[src/rtl/insn_pd_pkg.sv]
package insn_pd_pkg;

  localparam int unsigned SZ_W = 3;

  typedef enum logic [2:0] {
    ST_PFX, ST_OPC, ST_MODRM, ST_SIB, ST_DISP, ST_IMM
  } pd_state_e;

  typedef struct packed {
    logic      done;
    pd_state_e st;
  } pd_route_t;

  // Next field after the current one, given pending displacement/immediate sizes.
  function automatic pd_route_t route(input logic [SZ_W-1:0] dsz, input logic [SZ_W-1:0] isz);
    pd_route_t r;
    r.done = (dsz == '0) && (isz == '0);
    r.st   = (dsz != '0) ? ST_DISP : (isz != '0) ? ST_IMM : ST_PFX;
    return r;
  endfunction

  // Row masks of the ModRM maps; bit n of the mask is low nibble n.
  function automatic logic modrm_used(input logic two, input logic [7:0] op);
    logic [15:0] m;
    if (!two) begin
      unique case (op[7:4])
        4'h0, 4'h1, 4'h2, 4'h3: m = 16'h0F0F;
        4'h6:                   m = 16'h0A0C;
        4'h8:                   m = 16'hFFFF;
        4'hC:                   m = 16'h00F3;
        4'hD:                   m = 16'hFF0F;
        4'hF:                   m = 16'hC0C0;
        default:                m = 16'h0000;
      endcase
    end else begin
      unique case (op[7:4])
        4'h0:                         m = 16'hA00F;
        4'h1:                         m = 16'h01FF;
        4'h2:                         m = 16'hFF5F;
        4'h4, 4'h5, 4'h6, 4'h9,
        4'hD, 4'hE:                   m = 16'hFFFF;
        4'h7:                         m = 16'hF07F;
        4'hA:                         m = 16'hF8F8;
        4'hB:                         m = 16'hFCFF;
        4'hC:                         m = 16'h00FF;
        4'hF:                         m = 16'h7FFF;
        default:                      m = 16'h0000;
      endcase
    end
    return m[op[3:0]];
  endfunction

  // Immediate size stub.
  function automatic logic [SZ_W-1:0] imm_bytes(input logic two, input logic [7:0] op);
    if (two) return '0;
    if (op[7:3] == 5'b10110) return SZ_W'(1);
    if (op[7:3] == 5'b10111) return SZ_W'(4);
    unique case (op)
      8'h80, 8'h83, 8'h6A: return SZ_W'(1);
      8'h81, 8'h68:        return SZ_W'(4);
      default:             return '0;
    endcase
  endfunction

endpackage

[src/rtl/pd_chunk_buf.sv]
module pd_chunk_buf #(
  parameter int unsigned CHUNK_BYTES = 8,
  parameter int unsigned PC_W        = 64,
  localparam int unsigned OFF_W      = $clog2(CHUNK_BYTES),
  localparam int unsigned CHUNK_W    = CHUNK_BYTES * 8
) (
  input  logic               clk_i,
  input  logic               rst_ni,
  input  logic               load_i,
  input  logic [CHUNK_W-1:0] data_i,
  input  logic [OFF_W-1:0]   off_i,
  input  logic [PC_W-1:0]    pc_i,
  input  logic               take_i,
  output logic               need_o,
  output logic [7:0]         byte_o,
  output logic [PC_W-1:0]    byte_pc_o
);
  logic [CHUNK_W-1:0] data_q;
  logic [OFF_W-1:0]   off_q;
  logic [PC_W-1:0]    base_q;
  logic               need_q;

  always_ff @(posedge clk_i or negedge rst_ni) begin
    if (!rst_ni) begin
      data_q <= '0;
      off_q  <= '0;
      base_q <= '0;
      need_q <= 1'b1;
    end else if (need_q) begin
      if (load_i) begin
        data_q <= data_i;
        off_q  <= off_i;
        base_q <= pc_i;
        need_q <= 1'b0;
      end
    end else if (take_i) begin
      off_q <= off_q + OFF_W'(1);
      if (off_q == OFF_W'(CHUNK_BYTES - 1)) need_q <= 1'b1;
    end
  end

  always_comb begin
    byte_o = '0;
    for (int k = 0; k < CHUNK_BYTES; k++)
      if (off_q == OFF_W'(k)) byte_o = data_q[k*8 +: 8];
  end

  assign need_o    = need_q;
  assign byte_pc_o = base_q + PC_W'(off_q);
endmodule

[src/rtl/pd_pfx_class.sv]
module pd_pfx_class (
  input  logic [7:0] byte_i,
  output logic       legacy_o,
  output logic       seg_o,
  output logic [2:0] seg_code_o,
  output logic [4:0] flag_o,
  output logic       rex_o
);
  always_comb begin
    seg_o      = 1'b1;
    seg_code_o = 3'd0;
    flag_o     = 5'b0;
    unique case (byte_i)
      8'h2E: seg_code_o = 3'd1;
      8'h3E: seg_code_o = 3'd2;
      8'h26: seg_code_o = 3'd3;
      8'h64: seg_code_o = 3'd4;
      8'h65: seg_code_o = 3'd5;
      8'h36: seg_code_o = 3'd6;
      default: seg_o = 1'b0;
    endcase
    unique case (byte_i)
      8'h66: flag_o = 5'b00001;
      8'h67: flag_o = 5'b00010;
      8'hF0: flag_o = 5'b00100;
      8'hF3: flag_o = 5'b01000;
      8'hF2: flag_o = 5'b10000;
      default: flag_o = 5'b0;
    endcase
  end

  assign legacy_o = seg_o || (flag_o != '0);
  assign rex_o    = (byte_i[7:4] == 4'h4);
endmodule

[src/rtl/pd_field_acc.sv]
module pd_field_acc #(
  parameter int unsigned MAX_BYTES = 4,
  parameter bit          SIGNED    = 1'b1,
  parameter int unsigned VAL_W     = 64,
  localparam int unsigned SZ_W     = 3,
  localparam int unsigned BUF_W    = MAX_BYTES * 8
) (
  input  logic             clk_i,
  input  logic             rst_ni,
  input  logic             clr_i,
  input  logic             load_i,
  input  logic [7:0]       byte_i,
  input  logic [SZ_W-1:0]  size_i,
  output logic             last_o,
  output logic [VAL_W-1:0] val_o
);
  logic [BUF_W-1:0] buf_q;
  logic [SZ_W-1:0]  cnt_q;

  always_ff @(posedge clk_i or negedge rst_ni) begin
    if (!rst_ni) begin
      cnt_q <= '0;
    end else if (clr_i) begin
      cnt_q <= '0;
    end else if (load_i) begin
      cnt_q <= cnt_q + SZ_W'(1);
    end
  end

  for (genvar g = 0; g < MAX_BYTES; g++) begin : g_byte
    always_ff @(posedge clk_i or negedge rst_ni) begin
      if (!rst_ni)                                   buf_q[g*8 +: 8] <= '0;
      else if (clr_i)                                buf_q[g*8 +: 8] <= '0;
      else if (load_i && cnt_q == SZ_W'(g))          buf_q[g*8 +: 8] <= byte_i;
    end
  end

  assign last_o = load_i && ((cnt_q + SZ_W'(1)) == size_i);

  if (SIGNED) begin : g_sext
    always_comb begin
      val_o = VAL_W'(buf_q);
      for (int k = 1; k <= MAX_BYTES; k++)
        if (size_i == SZ_W'(k) && buf_q[k*8-1])
          val_o = VAL_W'(buf_q) | ({VAL_W{1'b1}} << (k*8));
    end
  end else begin : g_zext
    assign val_o = VAL_W'(buf_q);
  end
endmodule

[src/rtl/insn_predecode.sv]
module insn_predecode
  import insn_pd_pkg::*;
#(
  parameter int unsigned CHUNK_BYTES = 8,
  parameter int unsigned PC_W        = 64,
  parameter int unsigned DISP_BYTES  = 4,
  parameter int unsigned IMM_BYTES   = 4,
  parameter int unsigned VAL_W       = 64,
  localparam int unsigned OFF_W      = $clog2(CHUNK_BYTES),
  localparam int unsigned CHUNK_W    = CHUNK_BYTES * 8
) (
  input  logic               clk_i,
  input  logic               rst_ni,
  input  logic               chunk_valid_i,
  input  logic [CHUNK_W-1:0] chunk_data_i,
  input  logic [OFF_W-1:0]   chunk_off_i,
  input  logic [PC_W-1:0]    chunk_pc_i,
  output logic               need_bytes_o,
  output logic               rec_ready_o,
  input  logic               rec_ack_i,
  output logic [PC_W-1:0]    rec_pc_o,
  output logic [7:0]         rec_legacy_o,
  output logic [7:0]         rec_rex_o,
  output logic               rec_two_byte_o,
  output logic [7:0]         rec_opcode_o,
  output logic               rec_has_modrm_o,
  output logic [7:0]         rec_modrm_o,
  output logic               rec_has_sib_o,
  output logic [7:0]         rec_sib_o,
  output logic [VAL_W-1:0]   rec_disp_o,
  output logic [VAL_W-1:0]   rec_imm_o
);
  pd_state_e       st_q;
  logic            ready_q, start_q, rex_seen_q;
  logic [PC_W-1:0] pc_q;
  logic [7:0]      legacy_q, rex_q, opc_q, modrm_q, sib_q;
  logic            two_q, has_modrm_q, has_sib_q;
  logic [SZ_W-1:0] dsize_q, isize_q;

  logic            need, take, ack_fire;
  logic [7:0]      b;
  logic [PC_W-1:0] b_pc;

  assign ack_fire = ready_q && rec_ack_i;
  assign take     = !need && !ready_q;

  pd_chunk_buf #(.CHUNK_BYTES(CHUNK_BYTES), .PC_W(PC_W)) u_buf (
    .clk_i, .rst_ni,
    .load_i(chunk_valid_i), .data_i(chunk_data_i), .off_i(chunk_off_i), .pc_i(chunk_pc_i),
    .take_i(take), .need_o(need), .byte_o(b), .byte_pc_o(b_pc)
  );

  logic       p_leg, p_seg, p_rex;
  logic [2:0] p_seg_code;
  logic [4:0] p_flag;
  pd_pfx_class u_pfx (
    .byte_i(b), .legacy_o(p_leg), .seg_o(p_seg), .seg_code_o(p_seg_code),
    .flag_o(p_flag), .rex_o(p_rex)
  );

  logic disp_last, imm_last;
  pd_field_acc #(.MAX_BYTES(DISP_BYTES), .SIGNED(1'b1), .VAL_W(VAL_W)) u_disp (
    .clk_i, .rst_ni, .clr_i(ack_fire), .load_i(take && st_q == ST_DISP),
    .byte_i(b), .size_i(dsize_q), .last_o(disp_last), .val_o(rec_disp_o)
  );
  pd_field_acc #(.MAX_BYTES(IMM_BYTES), .SIGNED(1'b0), .VAL_W(VAL_W)) u_imm (
    .clk_i, .rst_ni, .clr_i(ack_fire), .load_i(take && st_q == ST_IMM),
    .byte_i(b), .size_i(isize_q), .last_o(imm_last), .val_o(rec_imm_o)
  );

  // Per-byte decode terms
  logic            pfx_take, opc_mod;
  logic [SZ_W-1:0] opc_isz, m_dsz, s_dsz;
  logic            m_sib;
  pd_route_t       r_opc, r_modrm, r_sib, r_disp;

  always_comb begin
    pfx_take = p_leg || (p_rex && !rex_seen_q);
    opc_mod  = modrm_used(st_q == ST_OPC, b);
    opc_isz  = imm_bytes(st_q == ST_OPC, b);
    m_sib    = (b[2:0] == 3'd4) && (b[7:6] != 2'd3);
    unique case (b[7:6])
      2'd1:    m_dsz = SZ_W'(1);
      2'd2:    m_dsz = SZ_W'(4);
      2'd0:    m_dsz = (b[2:0] == 3'd5) ? SZ_W'(4) : '0;
      default: m_dsz = '0;
    endcase
    s_dsz   = (modrm_q[7:6] == 2'd0 && b[2:0] == 3'd5) ? SZ_W'(4) : dsize_q;
    r_opc   = route('0, opc_isz);
    r_modrm = route(m_dsz, isize_q);
    r_sib   = route(s_dsz, isize_q);
    r_disp  = route('0, isize_q);
  end

  always_ff @(posedge clk_i or negedge rst_ni) begin
    if (!rst_ni) begin
      st_q <= ST_PFX; ready_q <= 1'b0; start_q <= 1'b1; rex_seen_q <= 1'b0;
      pc_q <= '0; legacy_q <= '0; rex_q <= '0; opc_q <= '0; modrm_q <= '0; sib_q <= '0;
      two_q <= 1'b0; has_modrm_q <= 1'b0; has_sib_q <= 1'b0; dsize_q <= '0; isize_q <= '0;
    end else if (ack_fire) begin
      ready_q <= 1'b0; start_q <= 1'b1; rex_seen_q <= 1'b0;
      legacy_q <= '0; rex_q <= '0; opc_q <= '0; modrm_q <= '0; sib_q <= '0;
      two_q <= 1'b0; has_modrm_q <= 1'b0; has_sib_q <= 1'b0; dsize_q <= '0; isize_q <= '0;
    end else if (take) begin
      if (start_q) begin
        pc_q    <= b_pc;
        start_q <= 1'b0;
      end
      if (st_q == ST_PFX && pfx_take) begin
        if (p_leg) begin
          if (p_seg) legacy_q[2:0] <= p_seg_code;
          legacy_q[7:3] <= legacy_q[7:3] | p_flag;
          rex_q      <= '0;
          rex_seen_q <= 1'b0;
        end else begin
          rex_q      <= b;
          rex_seen_q <= 1'b1;
        end
      end else if (st_q == ST_PFX && b == 8'h0F) begin
        two_q <= 1'b1;
        st_q  <= ST_OPC;
      end else if (st_q == ST_PFX || st_q == ST_OPC) begin
        opc_q   <= b;
        isize_q <= opc_isz;
        if (opc_mod) begin
          has_modrm_q <= 1'b1;
          st_q        <= ST_MODRM;
        end else begin
          st_q    <= r_opc.st;
          ready_q <= r_opc.done;
        end
      end else begin
        unique case (st_q)
          ST_MODRM: begin
            modrm_q <= b;
            dsize_q <= m_dsz;
            if (m_sib) st_q <= ST_SIB;
            else begin
              st_q    <= r_modrm.st;
              ready_q <= r_modrm.done;
            end
          end
          ST_SIB: begin
            sib_q     <= b;
            has_sib_q <= 1'b1;
            dsize_q   <= s_dsz;
            st_q      <= r_sib.st;
            ready_q   <= r_sib.done;
          end
          ST_DISP: if (disp_last) begin
            st_q    <= r_disp.st;
            ready_q <= r_disp.done;
          end
          ST_IMM: if (imm_last) begin
            st_q    <= ST_PFX;
            ready_q <= 1'b1;
          end
          default: st_q <= ST_PFX;
        endcase
      end
    end
  end

  assign need_bytes_o    = need;
  assign rec_ready_o     = ready_q;
  assign rec_pc_o        = pc_q;
  assign rec_legacy_o    = legacy_q;
  assign rec_rex_o       = rex_q;
  assign rec_two_byte_o  = two_q;
  assign rec_opcode_o    = opc_q;
  assign rec_has_modrm_o = has_modrm_q;
  assign rec_modrm_o     = modrm_q;
  assign rec_has_sib_o   = has_sib_q;
  assign rec_sib_o       = sib_q;
endmodule

[config.mk]
export PLATFORM = sky130hd
export DESIGN_NAME = insn_predecode
export DESIGN_NICKNAME = d
export VERILOG_FILES = /design/src/rtl/insn_pd_pkg.sv /design/src/rtl/pd_chunk_buf.sv /design/src/rtl/pd_pfx_class.sv /design/src/rtl/pd_field_acc.sv /design/src/rtl/insn_predecode.sv
export SDC_FILE = /design/constraint.sdc
export NUM_CORES = 1
export LEC_CHECK = 0
export CAP_MARGIN = 20
export CORE_MARGIN = 2
export CORE_UTILIZATION = 42
export CTS_CLUSTER_DIAMETER = 60
export DETAILED_ROUTE_END_ITERATION = 10
export GPL_ROUTABILITY_DRIVEN = 0
export PLACE_DENSITY_LB_ADDON = 0.1
export SLEW_MARGIN = 20
export SYNTH_ARGS = -nofsm -noshare
export SYNTH_HDL_FRONTEND = slang
export SYNTH_SLANG_ARGS = --single-unit
[constraint.sdc]
create_clock -name clk_i -period 4.5 [get_ports clk_i]
set_clock_uncertainty 0.05 [all_clocks]
set_input_delay 0.9 -clock clk_i [delete_from_list [all_inputs] [get_ports clk_i]]
set_output_delay 0.9 -clock clk_i [all_outputs]
set_load 0.05 [all_outputs]
==> qor.yml <==
outcome:
  run_status: "completed"
synthesis:
  synth_enable_flop_cells: 0
  yosys.cell_types.count: 87
  yosys_register_bits: 320
  async_reset_ff_share_pct: 100.0
  synth_ff_type: "dfrtp_1"
  synthesis.area_um2: 15990
  avgSynthCellArea_um2: 10.02
  ys_warn_count: 0
  synth-seq-area-share_pct: 50.11
  synthesized_netlist_cell_count: 1596
sta:
  finalMaxSlewViolations: 0
  fin_crit_sh_pct: 95.05
  fin_hold_ws_ns: 0.3863
  finalSetupTns_ns: 0
  max_freq_mhz: 233.8
  worstMarginPinSlew_ns: 1.064
  final_critical_path_setup_slack_ns: 0.2229
  final_period_minus_worst_setup_slack_ns: 4.277
  hold_viol: 0
  timing.max_slew.rel_slack_pct: 28.79
  finalSetupViolations: 0
critical_path:
  largest_stage_delay_on_the_critical_path_ns: 0.90
  critical_path.reg2reg.endpoint: "st_q[2]"
  setup.worst_path.start_class: "register"
  crit-reg2reg-launch: "u_buf.off_q[0]"
  worstPathCellList: "nand3b_1 > a21oi_1 > a41o_1 > a31o_2 > clkdlybuf4s50_1"
  ff2ff_setup_slack_ns: 0.29
  worst_reg_to_reg_cells: 17
  arrival_ns: 3.33
  critPathCaptureType: "output pin"
  cp_max_fo: 32
  timing.setup.critical_path_class: "reg -> out"
  cp_data_required_time_ns: 3.55
  worst_path_max_delay_cell: "clkdlybuf4s50_1"
power:
  internal_power_mw: 9.013
  power.switching_fraction_pct: 47.11
  irDropWorstVdd_mv: 0.3986
  sequentialPowerShare_pct: 28.9
  combPwrFrac_pct: 53.6
  clock_power_share_pct: 17.5
  cellLeakagePower_nw: 8.929
  netSwitchingPower_mw: 8.029
  cellPowerDensity_nw_per_um2: 819.2
  design_power_total_mw: 17.04
place:
  worst_setup_slack_before_clock_tree_synthesis_ns: 0.06091
  post-dp-hpwl_mm: 32.43
  dpl_cell_area_um2: 19510
  place_inst: 2343
  numPortBuffers: 339
clock_network:
  cts.reportedPaths.clkPinSlew_ns: 0.06
  tritoncts: "built"
  clock_insertion_delay_worst_skew_ns: 0.53
  clk_path_buf_depth: 3
  htree_levels: 2
  clock_tree.root_cell: "clkbuf_16"
  cts.sink_count: 320
  cts-hold-fix-buffers: 0
  number_of_buffers_created_by_cts: 38
final_layout:
  nFillCells: 3383
  finalNonFillerCells: 2411
  stdcell_area_um2: 20800
  area_growth_syn_to_layout_pct: 30.12
  postLayoutCoreUtil_pct: 55.36
  mostFrequentLayoutCells: "clkdlybuf4s50_1 (327), dfrtp_1 (318), nand2_1 (213), nor2_1 (120), mux2_2 (117)"
  most_common_cell_after_layout_fill_and_taps_aside: "clkdlybuf4s50_1"
  nets: 2031
  layout_cell_share_with_drive_strength_beyond_1_pct: 14.53
floorplanning:
  die-width_um: 199.1
  floorplan.core_area_um2: 37580
  number_of_cell_rows: 71
  floorplan.die.height_um: 199.1
  floorplan.initialDensity_pct: 42.54
  floorplan.die_area_um2: 39640
  boundaryPins: 372
drt:
  dr.pass1.iters: 5
  drt_drc_violations_left: 0
  final_antenna_net_count: 0
  initialDrtViolationCount: 866
  routed_via_density: 5.255
  drt_wl_total_mm: 45.06
  routed-via-count: 12670
  wl_per_cell_um: 18.69
global_routing:
  global_route.usage.total_pct: 22.69
  initial_antenna_violation_count: 1
  global_route.overflow_total: 0
  grt_max_degree: 104
  first_global_vias: 12380
  grt_first_pass_wirelength_mm: 69.86
worst_hold_path:
  hp-class: "in -> async"
job:
  max_cap_viol_count: 0
[final cells by class]
| cell class | instances | area (µm²) | area share [%] |
|---|---|---|---|
| flip-flops and latches | 320 | 8010 | 38.51 |
| multi-input cells | 1102 | 7052 | 33.90 |
| repair buffers | 372 | 3736 | 17.96 |
| clock buffers | 52 | 1095 | 5.263 |
| well taps | 511 | 639.4 | 3.073 |
| inverters | 38 | 142.6 | 0.6857 |
| clock inverters | 15 | 125.1 | 0.6015 |
| diodes | 1 | 2.502 | 0.01203 |
[sequential cells by signal (all words and copies together), names as in the netlist]
| register | flops |
|---|---|
| rec_has_sib_o | 1 |
| isize_q | 2 |
| rec_pc_o | 64 |
| u_disp.cnt_q | 3 |
| rec_two_byte_o | 1 |
| start_q | 1 |
| rec_legacy_o | 8 |
| u_buf.data_q | 64 |
| rec_opcode_o | 8 |
| rec_sib_o | 8 |
| dsize_q | 3 |
| rex_seen_q | 1 |
| u_buf.need_o | 1 |
| u_imm.val_o | 32 |
| u_disp.buf_q | 32 |
| rec_ready_o | 1 |
| rec_modrm_o | 8 |
| rec_has_modrm_o | 1 |
| st_q | 3 |
| u_buf.base_q | 64 |
| u_imm.cnt_q | 3 |
| u_buf.off_q | 3 |
| rec_rex_o | 8 |
[kinds of logic (layout without fill, tap and decap cells)]
kind of cell	count (synthesis)	in the layout	share of synthesized area, %
AO/OA/AOI/OAI	325	325	13.02
XOR/XNOR	68	68	3.725
adder cells (fa/ha/maj)	24	24	1.925
buffers and inverters	205	477	6.926
flip-flops	320	320	50.11
multiplexers	122	122	8.554
other	1	33	0.02346
AND/OR/NAND/NOR	531	531	15.72
[critical path: cells and delay by family (launching register included)]
| family | cells | cell delay [ns] |
|---|---|---|
| AO/OA/AOI/OAI | 3 | 1.21 |
| buffers and inverters | 1 | 0.90 |
| flip-flops | 1 | 0.48 |
| AND/OR/NAND/NOR | 1 | 0.20 |
[Yosys cell counts, types with 9 or more instances]
master / count / area share [%]
o21ai_0: 107 / 3.3
buf_1: 10 / 0.23
xnor2_1: 23 / 1.3
nand3_1: 54 / 1.7
nor3_1: 12 / 0.38
or2_2: 29 / 1.1
a21oi_1: 91 / 2.8
buf_2: 15 / 0.47
nand2_1: 214 / 5.0
and3_1: 18 / 0.70
a211oi_1: 17 / 0.80
xor2_1: 45 / 2.5
clkbuf_1: 61 / 1.4
and2_1: 11 / 0.43
dfrtp_1: 318 / 50
ha_1: 23 / 1.8
o21ai_1: 9 / 0.28
a22o_1: 16 / 0.88
nor2b_1: 14 / 0.55
inv_1: 37 / 0.87
nand4_1: 9 / 0.35
buf_4: 77 / 3.6
nor2_1: 122 / 2.9
mux2_2: 117 / 8.2
[power groups by stage]
stage | Clock [mW] | Combinational [mW] | Sequential [mW]
detailed placement | 0 | 9.00 | 4.97
global route | 3.17 | 9.79 | 5.08
finish | 2.99 | 9.13 | 4.92
CTS | 3.07 | 9.04 | 4.92
global placement | 0 | 8.90 | 4.94
floorplan | 0 | 4.96 | 6.10
[metal layers]
layer	vias to the layer above	track usage (%)	wire length, µm
met5	-	0	0
met4	0	6.993	1168
met3	81	3.781	2912
met2	476	36.95	21240
met1	6133	31.06	19740
li1	5981	-	-
[timing repair]
action                                  in CTS  in global routing
gates resized for setup                      0                 20
buffers inserted                             0                  0
endpoints found under the setup margin       0                 63
hold endpoints to repair                     0                  0
[worst max path at each step]
| stage | slack, ns | end | from | cells past startpoint |
|---|---|---|---|---|
| 3_5_place_dp | 0.06 | st_q[2] | u_buf.off_q[1] | 16 |
| 2_1_floorplan | 0.44 | st_q[2] | u_buf.off_q[2] | 17 |
| 3_3_place_gp | 0.18 | st_q[2] | u_buf.off_q[1] | 16 |
| 5_1_grt | -0.008 | rec_disp_o[41] | dsize_q[0] | 5 |
| 4_1_cts | 0.002 | st_q[2] | u_buf.off_q[1] | 16 |
| 6_report | 0.22 | rec_disp_o[41] | dsize_q[0] | 5 |
No activity file was read; power rests on OpenSTA's default activity.
